==> config.mk <==
export PLATFORM = sky130hd
export DESIGN_NAME = fetch_npc_unit
export DESIGN_NICKNAME = d
export VERILOG_FILES = /design/src/rtl/fetch_pkg.sv /design/src/rtl/fetch_decode.sv /design/src/rtl/branch_eval.sv /design/src/rtl/next_pc_mux.sv /design/src/rtl/fetch_state.sv /design/src/rtl/fetch_npc_unit.sv
export SDC_FILE = /design/constraint.sdc
export NUM_CORES = 1
export LEC_CHECK = 0
export CAP_MARGIN = 20
export CELL_PAD_IN_SITES_DETAIL_PLACEMENT = 0
export CELL_PAD_IN_SITES_GLOBAL_PLACEMENT = 1
export CORE_MARGIN = 2
export CORE_UTILIZATION = 31
export DETAILED_ROUTE_END_ITERATION = 8
export PLACE_DENSITY_LB_ADDON = 0.1
export SLEW_MARGIN = 20
export SYNTH_ARGS = -nofsm -noshare
export SYNTH_HDL_FRONTEND = slang
export SYNTH_HIERARCHICAL = 1
export SYNTH_SLANG_ARGS = --single-unit
==> constraint.sdc <==
create_clock -name clk -period 3.38 [get_ports clk]
set_input_delay 0.338 -clock clk [delete_from_list [all_inputs] [get_ports clk]]
set_output_delay 0.338 -clock clk [all_outputs]
set_load 0.02 [all_outputs]
==> src/rtl/fetch_pkg.sv <==
package fetch_pkg;

  localparam int XLEN    = 32;
  localparam int OP_W    = 6;
  localparam int RSEL_W  = 5;
  localparam int IMM_W   = 16;
  localparam int IDX_W   = 26;
  localparam int REGN_W  = 4;   // PC bits kept by region jumps
  localparam int ALIGN_W = 2;   // byte offset inside a word
  localparam logic [XLEN-1:0] WORD_BYTES = XLEN'(4);

  localparam logic [OP_W-1:0] OP_SPECIAL = 6'b000000;
  localparam logic [OP_W-1:0] OP_REGIMM  = 6'b000001;
  localparam logic [OP_W-1:0] OP_J       = 6'b000010;
  localparam logic [OP_W-1:0] OP_JAL     = 6'b000011;
  localparam logic [OP_W-1:0] OP_BEQ     = 6'b000100;
  localparam logic [OP_W-1:0] OP_BNE     = 6'b000101;
  localparam logic [OP_W-1:0] OP_BLEZ    = 6'b000110;
  localparam logic [OP_W-1:0] OP_BGTZ    = 6'b000111;

  localparam logic [OP_W-1:0]   FN_JR   = 6'b001000;
  localparam logic [OP_W-1:0]   FN_JALR = 6'b001001;
  localparam logic [RSEL_W-1:0] RI_LTZ  = 5'b00000;
  localparam logic [RSEL_W-1:0] RI_GEZ  = 5'b00001;

  typedef enum logic [1:0] {
    NPC_SEQ,
    NPC_BRANCH,
    NPC_JUMP,
    NPC_REG
  } npc_sel_e;

  typedef enum logic [2:0] {
    BC_NONE,
    BC_EQ,
    BC_NE,
    BC_LEZ,
    BC_GTZ,
    BC_LTZ,
    BC_GEZ
  } cond_e;

  typedef struct packed {
    npc_sel_e sel;
    cond_e    cond;
  } redir_t;

  function automatic logic [XLEN-1:0] f_seq(input logic [XLEN-1:0] pc);
    return pc + WORD_BYTES;
  endfunction

  function automatic logic [XLEN-1:0] f_branch_tgt(input logic [XLEN-1:0] pc,
                                                   input logic [IMM_W-1:0] off);
    logic [XLEN-1:0] sx;
    sx = {{(XLEN-IMM_W-ALIGN_W){off[IMM_W-1]}}, off, {ALIGN_W{1'b0}}};
    return pc + sx;
  endfunction

  function automatic logic [XLEN-1:0] f_jump_tgt(input logic [XLEN-1:0] pc,
                                                 input logic [IDX_W-1:0] idx);
    return {pc[XLEN-1 -: REGN_W], idx, {ALIGN_W{1'b0}}};
  endfunction

  function automatic logic [XLEN-1:0] f_reg_tgt(input logic [XLEN-ALIGN_W-1:0] hi);
    return {hi, {ALIGN_W{1'b0}}};
  endfunction

  function automatic logic f_cond(input cond_e c,
                                  input logic [XLEN-1:0] a,
                                  input logic [XLEN-1:0] b);
    logic neg, zero;
    neg  = a[XLEN-1];
    zero = (a == '0);
    case (c)
      BC_EQ:   return a == b;
      BC_NE:   return a != b;
      BC_LEZ:  return neg | zero;
      BC_GTZ:  return ~neg & ~zero;
      BC_LTZ:  return neg;
      BC_GEZ:  return ~neg;
      default: return 1'b0;
    endcase
  endfunction

endpackage

==> src/rtl/fetch_decode.sv <==
module fetch_decode
  import fetch_pkg::*;
(
  input  logic [OP_W-1:0]   op_i,
  input  logic [RSEL_W-1:0] rsel_i,
  input  logic [OP_W-1:0]   funct_i,
  output redir_t            ctl_o
);

  always_comb begin
    ctl_o.sel  = NPC_SEQ;
    ctl_o.cond = BC_NONE;
    case (op_i)
      OP_SPECIAL: begin
        if (funct_i == FN_JR || funct_i == FN_JALR) ctl_o.sel = NPC_REG;
      end
      OP_REGIMM: begin
        if (rsel_i == RI_LTZ) begin
          ctl_o.sel  = NPC_BRANCH;
          ctl_o.cond = BC_LTZ;
        end else if (rsel_i == RI_GEZ) begin
          ctl_o.sel  = NPC_BRANCH;
          ctl_o.cond = BC_GEZ;
        end
      end
      OP_J, OP_JAL: ctl_o.sel = NPC_JUMP;
      OP_BEQ: begin
        ctl_o.sel  = NPC_BRANCH;
        ctl_o.cond = BC_EQ;
      end
      OP_BNE: begin
        ctl_o.sel  = NPC_BRANCH;
        ctl_o.cond = BC_NE;
      end
      OP_BLEZ: begin
        ctl_o.sel  = NPC_BRANCH;
        ctl_o.cond = BC_LEZ;
      end
      OP_BGTZ: begin
        ctl_o.sel  = NPC_BRANCH;
        ctl_o.cond = BC_GTZ;
      end
      default: ;
    endcase
  end

endmodule

==> src/rtl/branch_eval.sv <==
module branch_eval
  import fetch_pkg::*;
(
  input  cond_e           cond_i,
  input  logic [XLEN-1:0] rs_i,
  input  logic [XLEN-1:0] rt_i,
  output logic            taken_o
);

  always_comb taken_o = f_cond(cond_i, rs_i, rt_i);

endmodule

==> src/rtl/next_pc_mux.sv <==
module next_pc_mux
  import fetch_pkg::*;
(
  input  npc_sel_e               sel_i,
  input  logic                   taken_i,
  input  logic [XLEN-1:0]        pc_i,
  input  logic [IDX_W-1:0]       idx_i,
  input  logic [XLEN-ALIGN_W-1:0] rs_hi_i,
  output logic [XLEN-1:0]        npc_o,
  output logic                   redirect_o
);

  logic [XLEN-1:0] seq_w;
  logic [XLEN-1:0] br_w;
  logic [XLEN-1:0] jmp_w;
  logic [XLEN-1:0] reg_w;

  always_comb begin
    seq_w = f_seq(pc_i);
    br_w  = f_branch_tgt(pc_i, idx_i[IMM_W-1:0]);
    jmp_w = f_jump_tgt(pc_i, idx_i);
    reg_w = f_reg_tgt(rs_hi_i);
  end

  always_comb begin
    npc_o      = seq_w;
    redirect_o = 1'b0;
    case (sel_i)
      NPC_BRANCH: begin
        if (taken_i) begin
          npc_o      = br_w;
          redirect_o = 1'b1;
        end
      end
      NPC_JUMP: begin
        npc_o      = jmp_w;
        redirect_o = 1'b1;
      end
      NPC_REG: begin
        npc_o      = reg_w;
        redirect_o = 1'b1;
      end
      default: ;
    endcase
  end

endmodule

==> src/rtl/fetch_state.sv <==
module fetch_state
  import fetch_pkg::*;
#(
  parameter logic [XLEN-1:0] RESET_VEC = 32'h0000_1000
) (
  input  logic            clk,
  input  logic            rst,
  input  logic [XLEN-1:0] npc_i,
  input  logic [XLEN-1:0] inst_i,
  output logic [XLEN-1:0] pc_o,
  output logic [XLEN-1:0] ir_o
);

  logic [XLEN-1:0] pc_q;
  logic [XLEN-1:0] ir_q;

  always_ff @(posedge clk) begin
    if (rst) begin
      pc_q <= RESET_VEC;
      ir_q <= '0;
    end else begin
      pc_q <= npc_i;
      ir_q <= inst_i;
    end
  end

  assign pc_o = pc_q;
  assign ir_o = ir_q;

  AST_RESET_VEC: assert property (@(posedge clk) disable iff (rst)
    $fell(rst) |-> (pc_q == RESET_VEC && ir_q == '0));

endmodule

==> src/rtl/fetch_npc_unit.sv <==
module fetch_npc_unit
  import fetch_pkg::*;
#(
  parameter logic [XLEN-1:0] RESET_VEC = 32'h0000_1000
) (
  input  logic            clk,
  input  logic            rst,
  input  logic [XLEN-1:0] inst_i,
  input  logic [XLEN-1:0] rs_val_i,
  input  logic [XLEN-1:0] rt_val_i,
  output logic [XLEN-1:0] iaddr_o,
  output logic [XLEN-1:0] ir_o,
  output logic [XLEN-1:0] link_o
);

  redir_t          ctl_w;
  logic            taken_w;
  logic            redirect_w;
  logic [XLEN-1:0] npc_w;
  logic [XLEN-1:0] pc_w;
  logic [XLEN-1:0] ir_w;

  // named events for the checks below
  logic jump_w;
  logic jreg_w;

  fetch_decode u_dec (
    .op_i    (ir_w[XLEN-1 -: OP_W]),
    .rsel_i  (ir_w[20:16]),
    .funct_i (ir_w[OP_W-1:0]),
    .ctl_o   (ctl_w)
  );

  branch_eval u_cond (
    .cond_i  (ctl_w.cond),
    .rs_i    (rs_val_i),
    .rt_i    (rt_val_i),
    .taken_o (taken_w)
  );

  next_pc_mux u_mux (
    .sel_i      (ctl_w.sel),
    .taken_i    (taken_w),
    .pc_i       (pc_w),
    .idx_i      (ir_w[IDX_W-1:0]),
    .rs_hi_i    (rs_val_i[XLEN-1:ALIGN_W]),
    .npc_o      (npc_w),
    .redirect_o (redirect_w)
  );

  fetch_state #(.RESET_VEC(RESET_VEC)) u_state (
    .clk    (clk),
    .rst    (rst),
    .npc_i  (npc_w),
    .inst_i (inst_i),
    .pc_o   (pc_w),
    .ir_o   (ir_w)
  );

  assign jump_w  = (ctl_w.sel == NPC_JUMP);
  assign jreg_w  = (ctl_w.sel == NPC_REG);
  assign iaddr_o = pc_w;
  assign ir_o    = ir_w;
  assign link_o  = f_seq(pc_w);

  AST_ALIGNED_FETCH: assert property (@(posedge clk) disable iff (rst)
    iaddr_o[ALIGN_W-1:0] == '0);

  AST_SEQ_ADVANCE: assert property (@(posedge clk) disable iff (rst)
    (!$past(rst) && !$past(redirect_w)) |-> iaddr_o == $past(iaddr_o) + 32'd4);

  AST_JUMP_FIELD: assert property (@(posedge clk) disable iff (rst)
    (!$past(rst) && $past(jump_w)) |->
      iaddr_o == {$past(iaddr_o[31:28]), $past(ir_o[25:0]), 2'b00});

  AST_REG_TARGET: assert property (@(posedge clk) disable iff (rst)
    (!$past(rst) && $past(jreg_w)) |->
      iaddr_o == {$past(rs_val_i[31:2]), 2'b00});

  AST_SLOT_KEPT: assert property (@(posedge clk) disable iff (rst)
    !$past(rst) |-> ir_o == $past(inst_i));

  AST_LINK_SKIPS_SLOT: assert property (@(posedge clk) disable iff (rst)
    link_o == iaddr_o + 32'd4);

endmodule

# Yosys cells after proc, flatten, opt, wreduce, memory -nomap -nowiden
# Cells that the tools add are included.
# W data, S select, Z words.
# totals
elab_cells,44
out_inout_bits,96
in_bits,98
reg_bits,64
# classes
muxes,8
bitwise,4
n_reduce_logical,6
n_eq_ne,21
addsub,2
# ops
cell,n
$pmux W32 S3,1
$add A32 B3 Y32 const B,1
$add A32 B32 Y32,1
$eq A32 B32 Y1,1
$logic_not A32 Y1,1
$mux W32,1
$ne A32 B32 Y1,1
$eq A6 B3 Y1 const B,4
$pmux W3 S5,1
$eq A6 B2 Y1 const B,2
$eq A6 B4 Y1 const B,2
$eq A3 B3 Y1 const B,3
$mux W4,2
$pmux W2 S4,1
$eq A3 B2 Y1 const B,2
$eq A6 B1 Y1 const B,1
$logic_not A6 Y1,1
$pmux W1 S6,1
$eq A5 B1 Y1 const B,1
$logic_not A5 Y1,1
$eq A2 B2 Y1 const B,2
$reduce_or A4 Y1,1
$eq A3 B1 Y1 const B,1
$eq A2 B1 Y1 const B,1
6 further kinds,7

# Depth between registers and ports, before layout
# logic_depth
depth_word,8
depth_mapped,15
depth_no_buf,14

# By module
# The synthesis kept the hierarchy.
# modules_own_cells
module,seq_area_each_um2,cells_each,n_inst,area_each_um2
next_pc_mux,0.0,461,1,3072.9
fetch_state,1281.2,135,1,1729.2
fetch_npc_unit,0.0,83,1,580.6
branch_eval,0.0,61,1,484.2
fetch_decode,0.0,23,1,136.4

# Worst setup path before layout
# Ideal clock, no wire load.
# synth_timing
kind,register to register
from,"register u_state.ir_q[20], in the netlist u_state/ir_o[20]"
to,"register u_state.pc_q[20], in the netlist u_state/pc_o[20]"
n_path_buf,1
slack_ns,-0.090
t_required_ns,3.262
setup_ns,0.118
path_stages_with_launch,14
synth_period_minus_slack_ns,3.470
arrival_ns,3.353
path_cell_list,dfxtp_1 > or4_4 > or3_2 > a21oi_1 > nor3_1 > o311ai_0 > o211a_1 > clkbuf_1 > nand2_1 > nor2_1 > a211oi_1 > nor3_1 > nand3_1 > nor2b_1
# synth_lines
element,line_no,text
start: declaration,fetch_state.sv:15,logic [XLEN-1:0] ir_q;
start signal: assignment,fetch_state.sv:23,ir_q <= inst_i;
end signal: assignment,fetch_state.sv:22,pc_q <= npc_i;
end: declaration,fetch_state.sv:14,logic [XLEN-1:0] pc_q;

# Worst setup path after layout
# layout_timing
from,input rs_val_i[21]
to,"register u_state.pc_q[7], in the netlist u_state/pc_o[7]"
# layout_via
elab_chain_len,6
word_cells_on_any_way,9
cone_classes,2 x eq/ne; 3 x mux; 3 x bitwise; 1 x reduce/logical
# layout_lines
element,line_no,text
start: declaration,fetch_npc_unit.sv:9,"input logic [XLEN-1:0] rs_val_i,"
$logic_not A32 Y1,fetch_pkg.sv:73,zero = (a == '0);
$not A1 Y1,fetch_pkg.sv:78,BC_GTZ: return ~neg & ~zero;
$and A1 B1 Y1,fetch_pkg.sv:78,
$pmux W1 S6 (*),fetch_pkg.sv:74,case (c)
net taken_w,fetch_npc_unit.sv:17,logic taken_w;
$mux W32 (*),next_pc_mux.sv:30,if (taken_i) begin
$pmux W32 S3 (*),next_pc_mux.sv:28,case (sel_i)
net npc_w[7],fetch_npc_unit.sv:19,logic [XLEN-1:0] npc_w;
# Mark *: on every way through the listed nets, which the timed path passes. The rest lies on a longest branch.
# A chain may end at the register's enable or synchronous reset.

==> impl_metrics.toml <==
[status]
outcome = "complete, no violations"

[timing]
fin_skew_ns = 0.006537
timing.final.ws_setup_ns = 0.05544
slew_headroom = 0.3063
hold_slack_ns = 0.5409
min_period_over_period = 0.9836
grt_setup_unrepaired = "false"
hold_viol = 0
slew_viol_final = 0
tightest_slew_ns = 1.040
fin_crit_ns = 3.325
setup_viol_count_final = 0
fmax_ghz = 0.3008

[floorplanning]
initial_utilization = 0.3186
die_h_um = 143.1
io-pin-count = 194
coreArea_um2 = 18830
row_count = 50
die_area_um2 = 20480
die_w_um = 143.1

[synthesis]
syn_inst = 762
synth_warnings = 6
syn-num-nets = 892
syn_area_um2 = 6000
avgSynthCellArea_um2 = 7.873

[setup_path]
r2r_slack_ns = 0.13
crit_slowest_cell = "nor4_1"
critPathLaunchType = "primary input"
r2r_end = "u_state/pc_o[7]$_SDFF_PP0_"
worst-setup-path-type = "primary input to register"
crit_chain = "clkdlybuf4s50_1 -> xor2_2 -> nor4_1 -> nand4_1 -> nor2_1 -> mux2_1 -> o211a_4 -> buf_4 -> buf_4 -> nor2_1 -> a21oi_1 -> mux4_2 -> nor2b_1"
crit_path_start = "rs_val_i[21]"
r2r.worst_path.cells = 12
path_max_fanout = 9
arrival_ns = 3.56
r2r_start = "u_state/ir_o[20]$_SDFF_PP0_"
slowest_delay_ns = 0.51
crit_required_ns = 3.61
end_kind = "register"

[routing]
drcViolationCount = 0
drt_wl_total_um = 25260
wire_per_inst_um = 19.46
drt_iter0_drc = 620
vias = 6920
drt_first_pass_iters = 5
ant_nets = 0
viasPerCell = 5.331

[clocking]
cts-root-buf = "clkbuf_16"
cts_tree = "built"
clkSinkCount = 64
clock_latency_ns = 0.35
cts_hold_buf = 0
h-tree-depth = 3
numCtsBuffers = 9
cts_buffer_depth = 2
path_clk_slew_ns = 0.06

[place]
detailedPlace.worstSlack_ns = -0.2499
numPortBuffers = 193
placed_area_um2 = 8827
routabilityCongestion = 0.8488
hpwl_um = 20330

[worst_hold_path]
hp-start = "inst_i[28]"
hold_depth = 2
worstHoldPathType = "primary input to register"
min_to = "u_state/ir_o[28]$_SDFF_PP0_"

[run]
maxCapViolations = 0

[power]
power.leakage_nw = 3.711
power_density_nw_per_um2 = 304.9
p_sw_mw = 0.9051
power.share.switching = 0.3194
power_frac_clock = 0.370
p_int_mw = 1.929
combinationalPowerShare = 0.332
seqPwrFrac = 0.298
ir_drop_mv = 0.2490

[grt]
grt_pass1_wl_um = 38850
overflow = 0
grt_max_degree = 53
track_usage = 0.2482
antenna_found_initial = 0
grt_pass1_vias = 6809

[layout]
final_util = 0.4936
fillers = 1835
areaGrowthSynthToFinish_pct = 54.91
antenna_cells = 0
final_nets = 1163
fin_area_um2 = 9294
layout-drive-gt1-share = 0.1503
-- layer usage --
layer	part of all wire	global-route usage	vias to the layer above
met5	0	0	-
met3	0.064	0.04427	29
met2	0.45	0.3946	302
met4	0.021	0.07139	0
met1	0.46	0.3431	3283
li1	-	-	3306
-- how the worst max path moves through the flow --
stage | endpoint | slack, ns | cells after the start
detailed placement | u_state/pc_o[19]$_SDFF_PP0_ | -0.25 | 12
finish | u_state/pc_o[7]$_SDFF_PP0_ | 0.06 | 13
CTS | u_state/pc_o[19]$_SDFF_PP0_ | 0.01 | 13
global route | u_state/pc_o[20]$_SDFF_PP0_ | 0.007 | 11
floorplan | u_state/pc_o[12]$_SDFF_PP1_ | 0.01 | 11
global placement | u_state/pc_o[19]$_SDFF_PP0_ | -0.28 | 12
-- through the flow --
stage          TNS, ns  power, mW  std cells
2_1_floorplan        0      1.302        762
3_3_place_gp    -5.589      1.770       1276
3_5_place_dp    -4.847      1.777       1276
4_1_cts              0      2.846       1296
5_1_grt              0      2.961       1298
6_report             0      2.834       1298
-- placed cells by master, fill, tap and decap left out, types with 18 or more instances in the layout --
master	count
clkdlybuf4s50_1	192
buf_4	95
nand2_1	65
nor2b_1	64
dfxtp_1	64
xor2_1	59
nor2_1	53
xnor2_1	50
a21oi_1	50
o21ai_0	35
nand3_1	34
ha_1	31
nand4_1	18
-- registers in the layout (all words and copies together) (netlist names) --
register and cells:
u_state/pc_o 32, u_state/ir_o 32
-- critical path, delay by kind of cell --
kind	cells	cell delay, ns
XOR/XNOR	1	0.20
AND/OR/NAND/NOR	5	1.02
buffers and inverters	3	0.80
multiplexers	2	0.84
AO/OA/AOI/OAI	2	0.33
-- power by group through the flow --
stage,clock (mW),sequential (mW),combinational (mW)
6_report,1.05,0.844,0.941
5_1_grt,1.11,0.849,1.01
4_1_cts,1.08,0.843,0.927
3_5_place_dp,0,0.860,0.918
3_3_place_gp,0,0.860,0.910
2_1_floorplan,0,0.920,0.382
-- repair_timing --
action / 4_1_cts / 5_1_grt
resized for setup: 4 / 15
buffers inserted: 3 / 2
setup endpoints to repair: 22 / 23
cloned: 1 / 0
pin swaps: 1 / 3
-- layout make-up --
class	count	area, um^2	area share
clock inverters	6	91.34	0.009828
flip-flops and latches	64	1281	0.1379
repair buffers	289	2660	0.2862
well taps	260	325.3	0.03500
inverters	17	63.81	0.006866
clock buffers	10	239.0	0.02571
multi-input cells	652	4633	0.4985
No activity file was read; power rests on OpenSTA's default activity.
